**config.mk**
```make
export PLATFORM = sky130hd
export DESIGN_NAME = alu_cc
export DESIGN_NICKNAME = d
export VERILOG_FILES = /design/src/rtl/alu_cc.sv
export SDC_FILE = /design/constraint.sdc
export NUM_CORES = 1
export LEC_CHECK = 0
export ABC_AREA = 1
export BUFFER_PORTS_ARGS = -buffer_cell sky130_fd_sc_hd__buf_2
export CAP_MARGIN = 40
export CORE_ASPECT_RATIO = 1.25
export CORE_MARGIN = 10
export CORE_UTILIZATION = 45
export CTS_CLUSTER_SIZE = 25
export DETAILED_ROUTE_END_ITERATION = 8
export GPL_TIMING_DRIVEN = 1
export PLACE_DENSITY = 0.76
export SYNTH_ARGS = -nofsm -noshare
export SYNTH_HDL_FRONTEND = slang
export SYNTH_SLANG_ARGS = --single-unit
```
**constraint.sdc**
```tcl
create_clock -name clk -period 3.2 [get_ports clk]
set_clock_uncertainty 0.1 [all_clocks]
set_input_delay 0.16 -clock clk [delete_from_list [all_inputs] [get_ports clk]]
set_output_delay 0.16 -clock clk [all_outputs]
set_load 0.005 [all_outputs]
```
**src/rtl/alu_cc.sv**
```systemverilog
module alu_cc #(
  parameter int W = 32
) (
  input  logic         clk,
  input  logic         rst,
  input  logic [W-1:0] op_a,
  input  logic [W-1:0] op_b,
  input  logic [1:0]   fn,
  input  logic         cc_en,
  output logic [W-1:0] res,
  output logic         flag_zero,
  output logic         flag_neg,
  output logic         flag_ovf
);

  localparam int MSB = W - 1;

  localparam logic [1:0] FN_ADD = 2'd0;
  localparam logic [1:0] FN_SUB = 2'd1;
  localparam logic [1:0] FN_AND = 2'd2;
  localparam logic [1:0] FN_XOR = 2'd3;

  logic [W-1:0] sum, diff;
  logic         ovf_add, ovf_sub, ovf_nxt;

  assign sum  = op_b + op_a;
  assign diff = op_b - op_a;

  always_comb begin
    unique case (fn)
      FN_ADD:  res = sum;
      FN_SUB:  res = diff;
      FN_AND:  res = op_b & op_a;
      default: res = op_b ^ op_a;
    endcase
  end

  assign ovf_add = (op_a[MSB] == op_b[MSB]) && (sum[MSB]  != op_b[MSB]);
  assign ovf_sub = (op_a[MSB] != op_b[MSB]) && (diff[MSB] != op_b[MSB]);

  always_comb begin
    unique case (fn)
      FN_ADD:  ovf_nxt = ovf_add;
      FN_SUB:  ovf_nxt = ovf_sub;
      default: ovf_nxt = 1'b0;
    endcase
  end

  always_ff @(posedge clk) begin
    if (rst) begin
      flag_zero <= 1'b1;
      flag_neg  <= 1'b0;
      flag_ovf  <= 1'b0;
    end else if (cc_en) begin
      flag_zero <= (res == '0);
      flag_neg  <= res[MSB];
      flag_ovf  <= ovf_nxt;
    end
  end

  p_hold_r11: assert property (@(posedge clk) disable iff (rst)
    !cc_en |=> $stable({flag_zero, flag_neg, flag_ovf}));

  p_zero_r6: assert property (@(posedge clk) disable iff (rst)
    cc_en |=> (flag_zero == ($past(res) == '0)));

  p_sign_r7: assert property (@(posedge clk) disable iff (rst)
    cc_en |=> (flag_neg == $past(res[MSB])));

  p_no_overflow_r10: assert property (@(posedge clk) disable iff (rst)
    (cc_en && fn[1]) |=> !flag_ovf);

  p_reset_flags_r12: assert property (@(posedge clk) disable iff (rst)
    $fell(rst) |-> (flag_zero && !flag_neg && !flag_ovf));

  p_zero_not_neg_r7: assert property (@(posedge clk) disable iff (rst)
    flag_zero |-> !flag_neg);

endmodule

```
==> results of run 1 <==
-- stage by stage --
stage	hold slack (ns)	utilization (%)	total power, uW	setup slack (ns)
finish	0.0189	51.8	1490	0.370
global route	0.0230	51.8	1620	0.188
CTS	0.0239	51.8	1460	0.483
detailed placement	0.258	51.2	1250	0.449
global placement	0.253	51.2	1240	0.504
floorplan	0.129	-	870	1.02
-- cells in the mapped netlist (2+ instances only) --
cell type  instances  area share [%]
or2_2              2            0.21
buf_2             11            0.92
clkbuf_1           4            0.25
fa_1               2            0.67
inv_2              6            0.38
nand4_2            2            0.42
ha_1              64              13
a21o_1             2            0.25
buf_4              7            0.88
o21bai_1           9             1.1
inv_1            237              15
nand4_1           35             3.7
nor2_1           110             6.9
nand3b_1           4            0.50
nand2_2           12             1.3
nand2_1          453              29
nand3_2            3            0.50
and2_1             3            0.31
o211ai_1           3            0.38
a21oi_2            4            0.59
nor2_2            11             1.2
a21oi_1           48             4.0
dfxtp_1            3             1.0
nand3_1          144              12
nor3_1            12             1.0
o21ai_0           21             1.8
buf_6              5            0.94
o21ai_1            3            0.25
-- power breakdown --
group	internal (uW)	switching, uW
sequential	40.2	1.45
clock	165	40.1
combinational	407	834
-- state kept, by name (all words and copies together), names as in the netlist --
signal / flops
flag_neg: 1
flag_ovf: 1
flag_zero: 1
-- per-layer routing --
layer	part of all wire (%)	wire length, um	track usage (%)	vias to the layer above
met3	7.9	1890	2.42	108
met2	48	11400	43.9	446
li1	-	-	-	4005
met4	7.0	1690	15.8	0
met1	37	8920	27.9	3546
met5	0	0	0	-
-- cell type report --
| class | count | share of cell area [%] |
|---|---|---|
| inverter | 243 | 13.7 |
| multi-input combinational | 955 | 71.9 |
| timing repair buffer | 115 | 9.10 |
| tap | 168 | 3.16 |
| clock buffer | 4 | 1.18 |
| sequential | 3 | 0.903 |
-- critical path, delay by kind of cell --
family | cells | cell delay, ns
AND/OR/NAND/NOR | 10 | 1.37
adder cells (fa/ha/maj) | 1 | 0.47
buffers and inverters | 3 | 0.36
AO/OA/AOI/OAI | 1 | 0.21
-- worst max-delay path by stage --
stage	startpoint	endpoint	slack, ns	depth (start not counted)
finish	op_a[3]	res[25]	0.37	15
global route	op_a[3]	res[25]	0.19	15
CTS	op_a[3]	res[25]	0.48	15
detailed placement	op_b[0]	flag_zero	0.45	17
global placement	op_b[0]	flag_zero	0.50	17
floorplan	op_b[0]	flag_zero	1.02	16
-- cells by family (layout without fill, tap and decap cells) --
family | count (synthesis) | count (layout) | share of synthesized area [%]
buffers and inverters | 273 | 362 | 18.8
AOI/OAI and AO/OA | 95 | 95 | 9.03
xor gates and xnor gates | 2 | 2 | 0.294
adders and majority gates | 66 | 66 | 14.1
and+or+nand+nor | 792 | 792 | 56.8
DFF | 3 | 3 | 1.01
==> flow_summary.html, run 1 <==
<table>
<tr><th>Metric</th><th>Value</th></tr>
<tr><th colspan="2">Layout</th></tr>
<tr><td>Sequential cell area</td><td>60.1 um^2</td></tr>
<tr><td>Antenna Cells</td><td>0</td></tr>
<tr><td>Layout Area Growth over Synthesis</td><td>11.6%</td></tr>
<tr><td>Leading cell types in the layout, fill and taps excluded</td><td>nand2_1 (453), inv_1 (237), nand3_1 (144)</td></tr>
<tr><td>Final instance count without filler cells</td><td>1488</td></tr>
<tr><td># nets final</td><td>1456</td></tr>
<tr><td>Most common cell after layout, fill and taps aside</td><td>nand2_1</td></tr>
<tr><td>Total non-filler cell area in the finished layout</td><td>6650 um^2</td></tr>
<tr><td>Proportion of layout cells with a drive suffix above 1</td><td>12.2%</td></tr>
<tr><td>Number of filler instances in the final layout</td><td>1475</td></tr>
<tr><td>Total area of multi-input combinational cells</td><td>4790 um^2</td></tr>
<tr><th colspan="2">Clocking</th></tr>
<tr><td>Clock Pin Slew Worst Setup and Hold Paths</td><td>0.03 ns</td></tr>
<tr><td>Cts repair resizes</td><td>0</td></tr>
<tr><td>Post-CTS Setup Repair Bufs</td><td>0</td></tr>
<tr><td>Clock tree root driver cell</td><td>clkbuf_16</td></tr>
<tr><td>CTS sink count</td><td>3</td></tr>
<tr><td>Clock Tree Buf Depth</td><td>2</td></tr>
<tr><td>H-tree lvl count</td><td>1</td></tr>
<tr><td>Cts-stage hold buffer count</td><td>0</td></tr>
<tr><td>Clock tree from TritonCTS</td><td>built</td></tr>
<tr><td>CTS Buf Count</td><td>3</td></tr>
<tr><td>Worst-skew pair later-pin latency</td><td>0.23 ns</td></tr>
<tr><th colspan="2">Synth</th></tr>
<tr><td>Synth Warn #</td><td>0</td></tr>
<tr><td>Cell area after synthesis</td><td>5960 um^2</td></tr>
<tr><td>EDFF count, synth</td><td>0</td></tr>
<tr><td>Average cell area after synthesis</td><td>4.84 um^2</td></tr>
<tr><td>Share of flip-flops with an asynchronous set or reset</td><td>0%</td></tr>
<tr><td>Distinct cell type count after synthesis</td><td>39</td></tr>
<tr><td>Number of synthesized register bits</td><td>3</td></tr>
<tr><td>Instance count of the mapped netlist</td><td>1231</td></tr>
<tr><td>Syn nets</td><td>1366</td></tr>
<tr><td>Fraction of the yosys area taken by sequential cells</td><td>1.01%</td></tr>
<tr><td>Most used DFF post-synth</td><td>dfxtp_1</td></tr>
<tr><th colspan="2">Detailed routing</th></tr>
<tr><td>Total via count after detailed routing</td><td>8105</td></tr>
<tr><td>DRC violations left</td><td>0</td></tr>
<tr><td>Per-cell routed wire length</td><td>16.1 um</td></tr>
<tr><td>Drt via density</td><td>5.45</td></tr>
<tr><td>Detail Route Antenna Nets</td><td>0</td></tr>
<tr><td>Total wire length</td><td>23900 um</td></tr>
<tr><td>First-iteration detailed-routing DRC count</td><td>752</td></tr>
<tr><td>Number of iterations in the first detailed-routing pass</td><td>6</td></tr>
<tr><th colspan="2">Place</th></tr>
<tr><td>Total placed cells including tap cells</td><td>1484</td></tr>
<tr><td>Post-detailed-placement half-perimeter wirelength</td><td>20600 um</td></tr>
<tr><td>Count of input and output buffers</td><td>103</td></tr>
<tr><td>Instance area after placement</td><td>6570 um^2</td></tr>
<tr><td>Weighted congestion at the end of routability-driven global placement</td><td>1.03</td></tr>
<tr><th colspan="2">Global route</th></tr>
<tr><td>Pin count of the biggest net entering global routing</td><td>27</td></tr>
<tr><td>Number of antenna violations at the first check in global routing</td><td>0</td></tr>
<tr><td>GRT Resource Usage Total</td><td>25.0%</td></tr>
<tr><td>Remaining Overflow, GRT</td><td>0</td></tr>
<tr><td>Vias in the first global route</td><td>7460</td></tr>
<tr><td>First-pass GRT wire length</td><td>37000 um</td></tr>
<tr><th colspan="2">Critical path</th></tr>
<tr><td>Capturing point of the worst reg2reg path</td><td>flag_zero</td></tr>
<tr><td>Startpoint of the most critical register-to-register path</td><td>flag_zero</td></tr>
<tr><td>Cell with the biggest individual delay on the critical path</td><td>ha_1</td></tr>
<tr><td>CP cell instances</td><td>buf_2 &gt; inv_1 &gt; ha_1 &gt; nand2_1 &gt; nor2_1 &gt; nand2_1 &gt; nand3_1 &gt; nand2_1 &gt; nand2_1 &gt; nand2_1 &gt; o21ai_0 &gt; nand2_1 &gt; nand3_1 &gt; nand4_1 &gt; buf_2</td></tr>
<tr><td>Library cell appearing most often on the critical path</td><td>nand2_1</td></tr>
<tr><td>Worst Setup Path Type</td><td>input port to output port</td></tr>
<tr><td>Critical Path End Type</td><td>output port</td></tr>
<tr><td>Crit-path max FO</td><td>11</td></tr>
<tr><td>Data arrival time at the worst-slack endpoint</td><td>2.57 ns</td></tr>
<tr><td>Setup crit start kind</td><td>input port</td></tr>
<tr><td>CP required</td><td>2.94 ns</td></tr>
<tr><td>FF-to-FF setup slack</td><td>2.36 ns</td></tr>
<tr><td>Longest individual stage delay on the worst path</td><td>0.47 ns</td></tr>
<tr><td>R2R cell count</td><td>2</td></tr>
<tr><th colspan="2">STA</th></tr>
<tr><td>Final hold violation count</td><td>0</td></tr>
<tr><td>Part of the cycle the worst path needs</td><td>88.4%</td></tr>
<tr><td>Total negative setup slack</td><td>0 ns</td></tr>
<tr><td>Worst Tran Pin Value</td><td>0.598 ns</td></tr>
<tr><td>Maximum clock frequency</td><td>0.353 GHz</td></tr>
<tr><td>Worst slew margin</td><td>60.1%</td></tr>
<tr><td>Final count of pins violating max slew</td><td>0</td></tr>
<tr><td>Crit path time final</td><td>2.83 ns</td></tr>
<tr><td>RSZ-0062 raised after global routing</td><td>false</td></tr>
<tr><td>Finish-stage setup viols</td><td>0</td></tr>
<tr><th colspan="2">Min path</th></tr>
<tr><td>Destination of the worst hold path</td><td>flag_ovf</td></tr>
<tr><td>Cells on Worst Hold Path</td><td>2</td></tr>
<tr><td>Type of the tightest min-delay check</td><td>input port to flip-flop</td></tr>
<tr><td>Critical hold path startpoint</td><td>rst</td></tr>
<tr><th colspan="2">Die</th></tr>
<tr><td>Chip height</td><td>149 um</td></tr>
<tr><td>Horizontal extent of the die</td><td>123 um</td></tr>
<tr><td>Area of the core region</td><td>12800 um^2</td></tr>
<tr><td>I/O pins</td><td>104</td></tr>
<tr><td>Number of placement rows</td><td>46</td></tr>
<tr><td>Starting Density</td><td>46.4%</td></tr>
<tr><td>Die ar.</td><td>18300 um^2</td></tr>
<tr><th colspan="2">Job</th></tr>
<tr><td>Maxcap violations</td><td>0</td></tr>
<tr><th colspan="2">Status</th></tr>
<tr><td>Run status</td><td>finished, final reports clean</td></tr>
<tr><th colspan="2">Pwr</th></tr>
<tr><td>Power density over cell area</td><td>224 nW/um^2</td></tr>
<tr><td>Maximum vdd ir drop</td><td>0.103 mV</td></tr>
<tr><td>Leak pwr</td><td>0.00403 uW</td></tr>
</table>
Power figures use the tool's default switching activity.
==> run 2, diff against run 1 <==
PLACE_DENSITY = 0.65   (was 0.76)
==> run 2 against run 1 <==
Against the previous run:
- fmax is 0.27% lower
- highest routed layer unchanged
- sequential power about the same
- sequential share of layout area did not move
- largest power group unchanged
- first-iteration DRC count down 8.5%
- largest cell class unchanged
- sequential cell count stayed put
- clock power about the same
==> flow_summary.html, run 2 (synthesized netlist as in run 1, its figures left out) <==
<table>
<tr><th>Metric</th><th>Value</th></tr>
<tr><th colspan="2">Die</th></tr>
<tr><td>Die ar.</td><td>18300 um^2 (unchanged)</td></tr>
<tr><td>Area of the core region</td><td>12800 um^2 (unchanged)</td></tr>
<tr><td>Chip height</td><td>149 um (unchanged)</td></tr>
<tr><td>Starting Density</td><td>46.4% (unchanged)</td></tr>
<tr><td>Horizontal extent of the die</td><td>123 um (unchanged)</td></tr>
<tr><td>I/O pins</td><td>104 (unchanged)</td></tr>
<tr><td>Number of placement rows</td><td>46 (unchanged)</td></tr>
<tr><th colspan="2">Detailed routing</th></tr>
<tr><td>Detail Route Antenna Nets</td><td>0 (unchanged)</td></tr>
<tr><td>Total via count after detailed routing</td><td>7905 (-2.5%)</td></tr>
<tr><td>Total wire length</td><td>25700 um (+7.3%)</td></tr>
<tr><td>Number of iterations in the first detailed-routing pass</td><td>6 (unchanged)</td></tr>
<tr><td>Per-cell routed wire length</td><td>17.3 um (+7.4%)</td></tr>
<tr><td>DRC violations left</td><td>0 (unchanged)</td></tr>
<tr><td>Drt via density</td><td>5.32 (-2.4%)</td></tr>
<tr><td>First-iteration detailed-routing DRC count</td><td>688 (-8.5%)</td></tr>
<tr><th colspan="2">Critical path</th></tr>
<tr><td>Buffers &amp; Inverters on Critical Path</td><td>3 (unchanged)</td></tr>
<tr><td>Crit-path max FO</td><td>11 (unchanged)</td></tr>
<tr><td>Data arrival time at the worst-slack endpoint</td><td>2.58 ns (about the same)</td></tr>
<tr><td>Critical Path End Type</td><td>output port</td></tr>
<tr><td>Setup crit start kind</td><td>input port</td></tr>
<tr><td>Worst Setup Path Type</td><td>input port to output port</td></tr>
<tr><td>Capturing point of the worst reg2reg path</td><td>flag_zero</td></tr>
<tr><td>FF-to-FF setup slack</td><td>2.44 ns (+0.08 ns)</td></tr>
<tr><td>Cell with the biggest individual delay on the critical path</td><td>ha_1</td></tr>
<tr><td>Library cell appearing most often on the critical path</td><td>nand2_1</td></tr>
<tr><td>Logic depth of the worst setup path including buffers</td><td>15 (unchanged)</td></tr>
<tr><td>CP required</td><td>2.94 ns (about the same)</td></tr>
<tr><td>Startpoint of the most critical register-to-register path</td><td>flag_zero</td></tr>
<tr><td>CP cell instances</td><td>buf_2 &gt; inv_1 &gt; ha_1 &gt; nand2_1 &gt; nor2_1 &gt; nand2_1 &gt; nand3_1 &gt; nand2_1 &gt; nand2_1 &gt; nand2_1 &gt; o21ai_0 &gt; nand2_1 &gt; nand3_1 &gt; nand4_1 &gt; buf_2</td></tr>
<tr><td>Setup crit start</td><td>op_a[3]</td></tr>
<tr><td>CP Capture Point</td><td>res[25]</td></tr>
<tr><td>R2R cell count</td><td>2 (unchanged)</td></tr>
<tr><td>Cell family contributing the most delay on the critical path</td><td>simple AND/OR/NAND/NOR gates</td></tr>
<tr><td>Longest individual stage delay on the worst path</td><td>0.49 ns (+0.02 ns)</td></tr>
<tr><th colspan="2">Layout</th></tr>
<tr><td>Proportion of layout cells with a drive suffix above 1</td><td>12.1% (-0.067 points)</td></tr>
<tr><td>Most common cell after layout, fill and taps aside</td><td>nand2_1</td></tr>
<tr><td>Total non-filler cell area in the finished layout</td><td>6650 um^2 (unchanged)</td></tr>
<tr><td>Number of filler instances in the final layout</td><td>1542 (+4.5%)</td></tr>
<tr><td>Largest registers</td><td>flag_neg x1, flag_ovf x1, flag_zero x1</td></tr>
<tr><td>Antenna Cells</td><td>0 (unchanged)</td></tr>
<tr><td>Leading cell types in the layout, fill and taps excluded</td><td>nand2_1 (453), inv_1 (237), nand3_1 (144)</td></tr>
<tr><td>Layout Area Growth over Synthesis</td><td>11.6% (unchanged)</td></tr>
<tr><td># nets final</td><td>1455 (-0.069%)</td></tr>
<tr><th colspan="2">Clocking</th></tr>
<tr><td>Post-CTS Setup Repair Bufs</td><td>0 (unchanged)</td></tr>
<tr><td>Clock tree root driver cell</td><td>clkbuf_16</td></tr>
<tr><td>Worst-skew pair later-pin latency</td><td>0.22 ns (about the same)</td></tr>
<tr><td>H-tree lvl count</td><td>1 (unchanged)</td></tr>
<tr><td>CTS sink count</td><td>3 (unchanged)</td></tr>
<tr><td>CTS Buf Count</td><td>3 (unchanged)</td></tr>
<tr><td>Clock Pin Slew Worst Setup and Hold Paths</td><td>0.03 ns (about the same)</td></tr>
<tr><td>Cts repair resizes</td><td>0 (unchanged)</td></tr>
<tr><td>Cts-stage hold buffer count</td><td>0 (unchanged)</td></tr>
<tr><td>Clock tree from TritonCTS</td><td>built</td></tr>
<tr><td>Clock Tree Buf Depth</td><td>2 (unchanged)</td></tr>
<tr><th colspan="2">STA</th></tr>
<tr><td>Worst slew margin</td><td>55.3% (-4.8 points)</td></tr>
<tr><td>Total negative setup slack</td><td>0 ns (unchanged)</td></tr>
<tr><td>Worst Tran Pin Value</td><td>0.669 ns (+0.0712 ns)</td></tr>
<tr><td>Final hold violation count</td><td>0 (unchanged)</td></tr>
<tr><td>Part of the cycle the worst path needs</td><td>88.7% (+0.24 points)</td></tr>
<tr><td>Finish-stage setup viols</td><td>0 (unchanged)</td></tr>
<tr><td>Crit path time final</td><td>2.84 ns (+0.00774 ns)</td></tr>
<tr><td>Final count of pins violating max slew</td><td>0 (unchanged)</td></tr>
<tr><td>Maximum clock frequency</td><td>0.352 GHz (-0.27%)</td></tr>
<tr><td>RSZ-0062 raised after global routing</td><td>false</td></tr>
<tr><th colspan="2">Min path</th></tr>
<tr><td>Type of the tightest min-delay check</td><td>input port to flip-flop</td></tr>
<tr><td>Critical hold path startpoint</td><td>rst</td></tr>
<tr><th colspan="2">Global route</th></tr>
<tr><td>Vias in the first global route</td><td>7457 (-0.040%)</td></tr>
<tr><td>GRT Resource Usage Total</td><td>27.1% (+2.1 points)</td></tr>
<tr><td>Remaining Overflow, GRT</td><td>0 (unchanged)</td></tr>
<tr><td>Pin count of the biggest net entering global routing</td><td>33 (+22%)</td></tr>
<tr><td>Number of antenna violations at the first check in global routing</td><td>0 (unchanged)</td></tr>
<tr><td>First-pass GRT wire length</td><td>39100 um (+5.5%)</td></tr>
<tr><th colspan="2">Place</th></tr>
<tr><td>Post-detailed-placement half-perimeter wirelength</td><td>22300 um (+8.0%)</td></tr>
<tr><td>Instance area after placement</td><td>6570 um^2 (unchanged)</td></tr>
<tr><td>Weighted congestion at the end of routability-driven global placement</td><td>1.03 (about the same)</td></tr>
<tr><td>Count of input and output buffers</td><td>103 (unchanged)</td></tr>
<tr><th colspan="2">Pwr</th></tr>
<tr><td>Maximum vdd ir drop</td><td>0.132 mV (+29%)</td></tr>
<tr><td>Power density over cell area</td><td>225 nW/um^2 (+0.71%)</td></tr>
<tr><td>Leak pwr</td><td>0.00403 uW (about the same)</td></tr>
<tr><td>Sum of internal, switching and leakage power</td><td>1500 uW (+0.71%)</td></tr>
<tr><th colspan="2">Job</th></tr>
<tr><td>Maxcap violations</td><td>0 (unchanged)</td></tr>
<tr><th colspan="2">Status</th></tr>
<tr><td>Run status</td><td>finished, final reports clean</td></tr>
</table>
==> run 2: cell count changes in the layout (fill, tap and decap cells not counted), sizes merged <==
cell	previous run	this run
buf	115	114
==> run 2: how the worst min path moves through the flow <==
stage	endpoint	cells past startpoint
after detailed placement	flag_ovf	2
after CTS	flag_ovf	2
after floorplan	flag_ovf	1
final	flag_ovf	2
after global placement	flag_ovf	2
after global routing	flag_ovf	2
==> run 2: layout make-up <==
class,count,area [um^2],area share (%)
multi-input cells,955,4790,71.9
inverters,243,912,13.7
repair buffers,114,606,9.10
well taps,168,210,3.16
clock buffers,4,78.8,1.18
flip-flops and latches,3,60.1,0.903
==> run 2: per-stage QoR <==
stage / worst slack (ns) / utilization [%] / hold WS (ns) / std cells
after floorplan: 1.02 / - / 0.129 / 1231
after detailed placement: 0.460 / 51.2 / 0.255 / 1483
after CTS: 0.448 / 51.8 / 0.0302 / 1487
after global routing: 0.237 / 51.8 / 0.0370 / 1487
final: 0.362 / 51.8 / 0.0310 / 1487
after global placement: 0.436 / 51.1 / 0.254 / 1482
==> run 2: layer usage <==
metal  global-route usage, %  share of wire [%]
met2                    48.2                 49
met4                    17.7                7.4
met5                       0                  0
met3                    2.73                6.3
met1                    29.5                 37
==> run 2: where the power goes <==
group,switching (uW),internal (uW),total [uW],leakage [uW]
logic,849,406,1250,0.00397
clock network,37.3,165,202,0.0000382
registers,1.18,40.2,41.4,0.0000248
==> run 3, diff against run 2 <==
ABC_AREA = not set   (was 1)
PLACE_DENSITY = 0.67   (was 0.65)
==> run 3 against run 2 <==
Against the previous run:
- cell area increased by 23%
- combinational power increased by 42%
- largest cell class unchanged
- power increased by 35%
- die area decreased by 14%
- global-route usage increased by 0.92 points
- the run now ends with negative setup slack left
- clock power increased by 3%
- sequential share of layout area decreased by 0.17 points
- hold slack improved by 0.040 ns
- largest power group unchanged
==> flow_summary.html, run 3 <==
<table>
<tr><th>Metric</th><th>Value</th></tr>
<tr><th colspan="2">Status</th></tr>
<tr><td>Run status</td><td>finished with violations</td></tr>
<tr><td>Failing checks</td><td>negative setup slack</td></tr>
<tr><th colspan="2">Clocking</th></tr>
<tr><td>Worst-skew pair later-pin latency</td><td>0.23 ns (about the same)</td></tr>
<tr><td>H-tree lvl count</td><td>1 (unchanged)</td></tr>
<tr><td>Clock tree root driver cell</td><td>clkbuf_16</td></tr>
<tr><td>CTS sink count</td><td>3 (unchanged)</td></tr>
<tr><td>Clock tree from TritonCTS</td><td>built</td></tr>
<tr><td>Clock Pin Slew Worst Setup and Hold Paths</td><td>0.03 ns (about the same)</td></tr>
<tr><td>Clock Tree Buf Depth</td><td>2 (unchanged)</td></tr>
<tr><td>CTS Buf Count</td><td>3 (unchanged)</td></tr>
<tr><td>Cts-stage hold buffer count</td><td>0 (unchanged)</td></tr>
<tr><th colspan="2">Min path</th></tr>
<tr><td>Type of the tightest min-delay check</td><td>input port to flip-flop</td></tr>
<tr><td>Cells on Worst Hold Path</td><td>2 (unchanged)</td></tr>
<tr><th colspan="2">Detailed routing</th></tr>
<tr><td>DRC violations left</td><td>0 (unchanged)</td></tr>
<tr><td>Drt via density</td><td>6.31 (+19%)</td></tr>
<tr><td>Per-cell routed wire length</td><td>20.1 um (+17%)</td></tr>
<tr><td>Number of iterations in the first detailed-routing pass</td><td>5 (-1)</td></tr>
<tr><td>Detail Route Antenna Nets</td><td>0 (unchanged)</td></tr>
<tr><td>Detailed route wirelength on metal3</td><td>1520 um (-6.5%)</td></tr>
<tr><td>Total via count after detailed routing</td><td>7525 (-4.8%)</td></tr>
<tr><td>Top routing layer in use</td><td>met4</td></tr>
<tr><td>First-iteration detailed-routing DRC count</td><td>572 (-17%)</td></tr>
<tr><td>Total wire length</td><td>24000 um (-6.4%)</td></tr>
<tr><td>Met2 wire length</td><td>12100 um (-3.8%)</td></tr>
<tr><td>Wire length on met1</td><td>8890 um (-7.1%)</td></tr>
<tr><th colspan="2">STA</th></tr>
<tr><td>Worst slew margin</td><td>59.8% (+4.5 points)</td></tr>
<tr><td>Total negative setup slack</td><td>-1.06 ns (-1.06 ns)</td></tr>
<tr><td>Part of the cycle the worst path needs</td><td>110% (+21 points)</td></tr>
<tr><td>Finish-stage setup viols</td><td>6 (+6)</td></tr>
<tr><td>Worst-case setup margin in the final layout</td><td>-0.319 ns (-0.681 ns)</td></tr>
<tr><td>Maximum clock frequency</td><td>0.284 GHz (-19%)</td></tr>
<tr><td>Worst hold-check slack</td><td>0.0710 ns (+0.0400 ns)</td></tr>
<tr><td>RSZ-0062 raised after global routing</td><td>true</td></tr>
<tr><td>Final count of pins violating max slew</td><td>0 (unchanged)</td></tr>
<tr><td>Crit path time final</td><td>3.52 ns (+0.681 ns)</td></tr>
<tr><td>Final hold violation count</td><td>0 (unchanged)</td></tr>
<tr><td>Worst Tran Pin Value</td><td>0.600 ns (-0.0690 ns)</td></tr>
<tr><th colspan="2">Pwr</th></tr>
<tr><td>Switching pwr</td><td>958 uW (+8.0%)</td></tr>
<tr><td>Power share of the combinational group</td><td>87.7% (+3.9 points)</td></tr>
<tr><td>Sequential group share of total power</td><td>2.1% (-0.7 points)</td></tr>
<tr><td>Leak pwr</td><td>0.00382 uW (-5.1%)</td></tr>
<tr><td>Power density over cell area</td><td>247 nW/um^2 (+9.7%)</td></tr>
<tr><td>Internal portion of total power</td><td>1070 uW (+75%)</td></tr>
<tr><td>Maximum vdd ir drop</td><td>0.167 mV (+26%)</td></tr>
<tr><td>Switching power as a share of total power</td><td>47.3% (-12 points)</td></tr>
<tr><td>Portion of total power attributed to the clock network</td><td>10.2% (-3.3 points)</td></tr>
<tr><th colspan="2">Synth</th></tr>
<tr><td>Cell area after synthesis</td><td>5000 um^2 (-16%)</td></tr>
<tr><td>Top cells by area in the synthesized netlist</td><td>ha_1 (16%), nor2_1 (5.5%), a21oi_1 (5.4%), o21ai_0 (4.7%), nand2_1 (4.6%)</td></tr>
<tr><td>Most used DFF post-synth</td><td>dfxtp_1</td></tr>
<tr><td>Share of flip-flops with an asynchronous set or reset</td><td>0% (unchanged)</td></tr>
<tr><td>EDFF count, synth</td><td>0 (unchanged)</td></tr>
<tr><td>Instance count of the mapped netlist</td><td>755 (-39%)</td></tr>
<tr><td>Syn nets</td><td>890 (-35%)</td></tr>
<tr><td>Distinct cell type count after synthesis</td><td>85 (+120%)</td></tr>
<tr><td>Fraction of the yosys area taken by sequential cells</td><td>1.20% (+0.19 points)</td></tr>
<tr><td>Synth top area share</td><td>16.0% (-13 points)</td></tr>
<tr><td>Synth Warn #</td><td>0 (unchanged)</td></tr>
<tr><td>Post-synthesis cell type with the largest combined area</td><td>ha_1</td></tr>
<tr><td>Commonest cells post-synth</td><td>nor2_1 (73), ha_1 (64), nand2_1 (61), inv_1 (60), a21oi_1 (54)</td></tr>
<tr><td>Number of synthesized register bits</td><td>3 (unchanged)</td></tr>
<tr><td>Most frequent cell after synthesis</td><td>nor2_1</td></tr>
<tr><td>Average cell area after synthesis</td><td>6.63 um^2 (+37%)</td></tr>
<tr><th colspan="2">Layout</th></tr>
<tr><td>Antenna Cells</td><td>0 (unchanged)</td></tr>
<tr><td># nets final</td><td>1194 (-18%)</td></tr>
<tr><td>Total non-filler cell area in the finished layout</td><td>8210 um^2 (+23%)</td></tr>
<tr><td>Most common cell after layout, fill and taps aside</td><td>buf_4</td></tr>
<tr><td>Layout Area Growth over Synthesis</td><td>64.0%</td></tr>
<tr><td>Leading cell types in the layout, fill and taps excluded</td><td>buf_4 (239), buf_2 (96), nor2_1 (70)</td></tr>
<tr><td>Proportion of layout cells with a drive suffix above 1</td><td>44.6% (+32 points)</td></tr>
<tr><td>Largest registers</td><td>flag_neg x1, flag_ovf x1, flag_zero x1</td></tr>
<tr><th colspan="2">Place</th></tr>
<tr><td>Weighted congestion at the end of routability-driven global placement</td><td>1.03 (about the same)</td></tr>
<tr><td>Post-detailed-placement half-perimeter wirelength</td><td>18600 um (-16%)</td></tr>
<tr><td>Worst-case setup slack after placement</td><td>-0.757 ns (-1.22 ns)</td></tr>
<tr><td>Instance area after placement</td><td>7290 um^2 (+11%)</td></tr>
<tr><td>Count of input and output buffers</td><td>103 (unchanged)</td></tr>
<tr><th colspan="2">Critical path</th></tr>
<tr><td>Data arrival time at the worst-slack endpoint</td><td>3.60 ns (+1.02 ns)</td></tr>
<tr><td>Worst Setup Path Type</td><td>input port to flip-flop</td></tr>
<tr><td>Crit-path max FO</td><td>3 (-8)</td></tr>
<tr><td>R2R cell count</td><td>1 (-1)</td></tr>
<tr><td>Setup crit start kind</td><td>input port</td></tr>
<tr><td>Critical Path End Type</td><td>flip-flop</td></tr>
<tr><td>CP required</td><td>3.28 ns (+0.34 ns)</td></tr>
<tr><th colspan="2">Die</th></tr>
<tr><td>I/O pins</td><td>104 (unchanged)</td></tr>
<tr><td>Chip height</td><td>138 um (-7.2%)</td></tr>
<tr><td>Horizontal extent of the die</td><td>114 um (-7.0%)</td></tr>
<tr><td>Area of the core region</td><td>11000 um^2 (-14%)</td></tr>
<tr><td>Number of placement rows</td><td>43 (-6.5%)</td></tr>
<tr><td>Die ar.</td><td>15800 um^2 (-14%)</td></tr>
<tr><td>Starting Density</td><td>45.6% (-0.83 points)</td></tr>
<tr><th colspan="2">Global route</th></tr>
<tr><td>GRT Resource Usage Total</td><td>28.0% (+0.92 points)</td></tr>
<tr><td>Remaining Overflow, GRT</td><td>0 (unchanged)</td></tr>
<tr><td>Number of antenna violations at the first check in global routing</td><td>0 (unchanged)</td></tr>
<tr><td>First-pass GRT wire length</td><td>36900 um (-5.6%)</td></tr>
<tr><td>Pin count of the biggest net entering global routing</td><td>42 (+27%)</td></tr>
<tr><td>Vias in the first global route</td><td>7622 (+2.2%)</td></tr>
<tr><th colspan="2">Job</th></tr>
<tr><td>Maxcap violations</td><td>0 (unchanged)</td></tr>
</table>
-- run 3: path summary, 6_finish.rpt --
| path | slack [ns] | endpoint | startpoint |
|---|---|---|---|
| max | -0.32 | flag_zero | op_a[1] |
| min | 0.07 | flag_neg | rst |
| max reg2reg | 2.39 | flag_zero | flag_zero |
| min reg2reg | 0.39 | flag_ovf | flag_ovf |
-- run 3: layout make-up --
| class | count | area [um^2] |
|---|---|---|
| multi-input combinational | 641 | 5200 |
| fill | 887 | 2770 |
| timing repair buffer | 350 | 2470 |
| inverter | 60 | 233 |
| tap | 135 | 169 |
| clock buffer | 4 | 78.8 |
| sequential | 3 | 60.1 |
-- run 3: cells by family after synthesis --
family | synth area share (%)
XOR/XNOR | 2.28
multiplexers | 5.05
AND/OR/NAND/NOR | 28.4
AO/OA/AOI/OAI | 37.7
flip-flops | 1.20
buffers and inverters | 8.55
adder cells (fa/ha/maj) | 16.8
-- run 3: worst max-delay path: stages --
cell       delay [ns]
buf_2            0.11
inv_2            0.07
ha_4             0.20
nor2b_4          0.13
o2111a_1         0.24
a2111oi_2        0.35
buf_4            0.18
o21ai_1          0.13
xnor2_1          0.15
a221o_1          0.40
or4b_4           0.58
nor4_4           0.28
nand4b_1         0.20
nor4b_2          0.28
a211o_1          0.13
-- run 3: power groups by stage --
stage	logic [uW]	registers [uW]	clock network, uW
6_report	1780	41.7	208
5_1_grt	1900	41.8	212
4_1_cts	1660	41.7	209
3_5_place_dp	1520	42.3	0
3_3_place_gp	1500	42.1	0
2_1_floorplan	785	42.3	0
-- run 3: stage by stage --
| step | utilization, % | std cells | total power (uW) |
|---|---|---|---|
| final | 74.8 | 1193 | 2030 |
| after global routing | 74.8 | 1193 | 2150 |
| after CTS | 72.1 | 1189 | 1910 |
| after detailed placement | 66.4 | 1172 | 1560 |
| after global placement | 66.4 | 1172 | 1540 |
| after floorplan | - | 755 | 827 |
-- run 3: per-layer routing --
layer | GRT usage, % | vias up
li1 | - | 3467
met1 | 30.7 | 3521
met2 | 50.2 | 415
met3 | 3.16 | 122
met4 | 18.1 | 0
met5 | 0 | -
-- run 3: repair_timing --
item                                    in CTS  in global routing
endpoints found under the setup margin      14                 15
setup buffers                               16                  5
pin swaps                                   40                 36
resized for setup                           85                 58
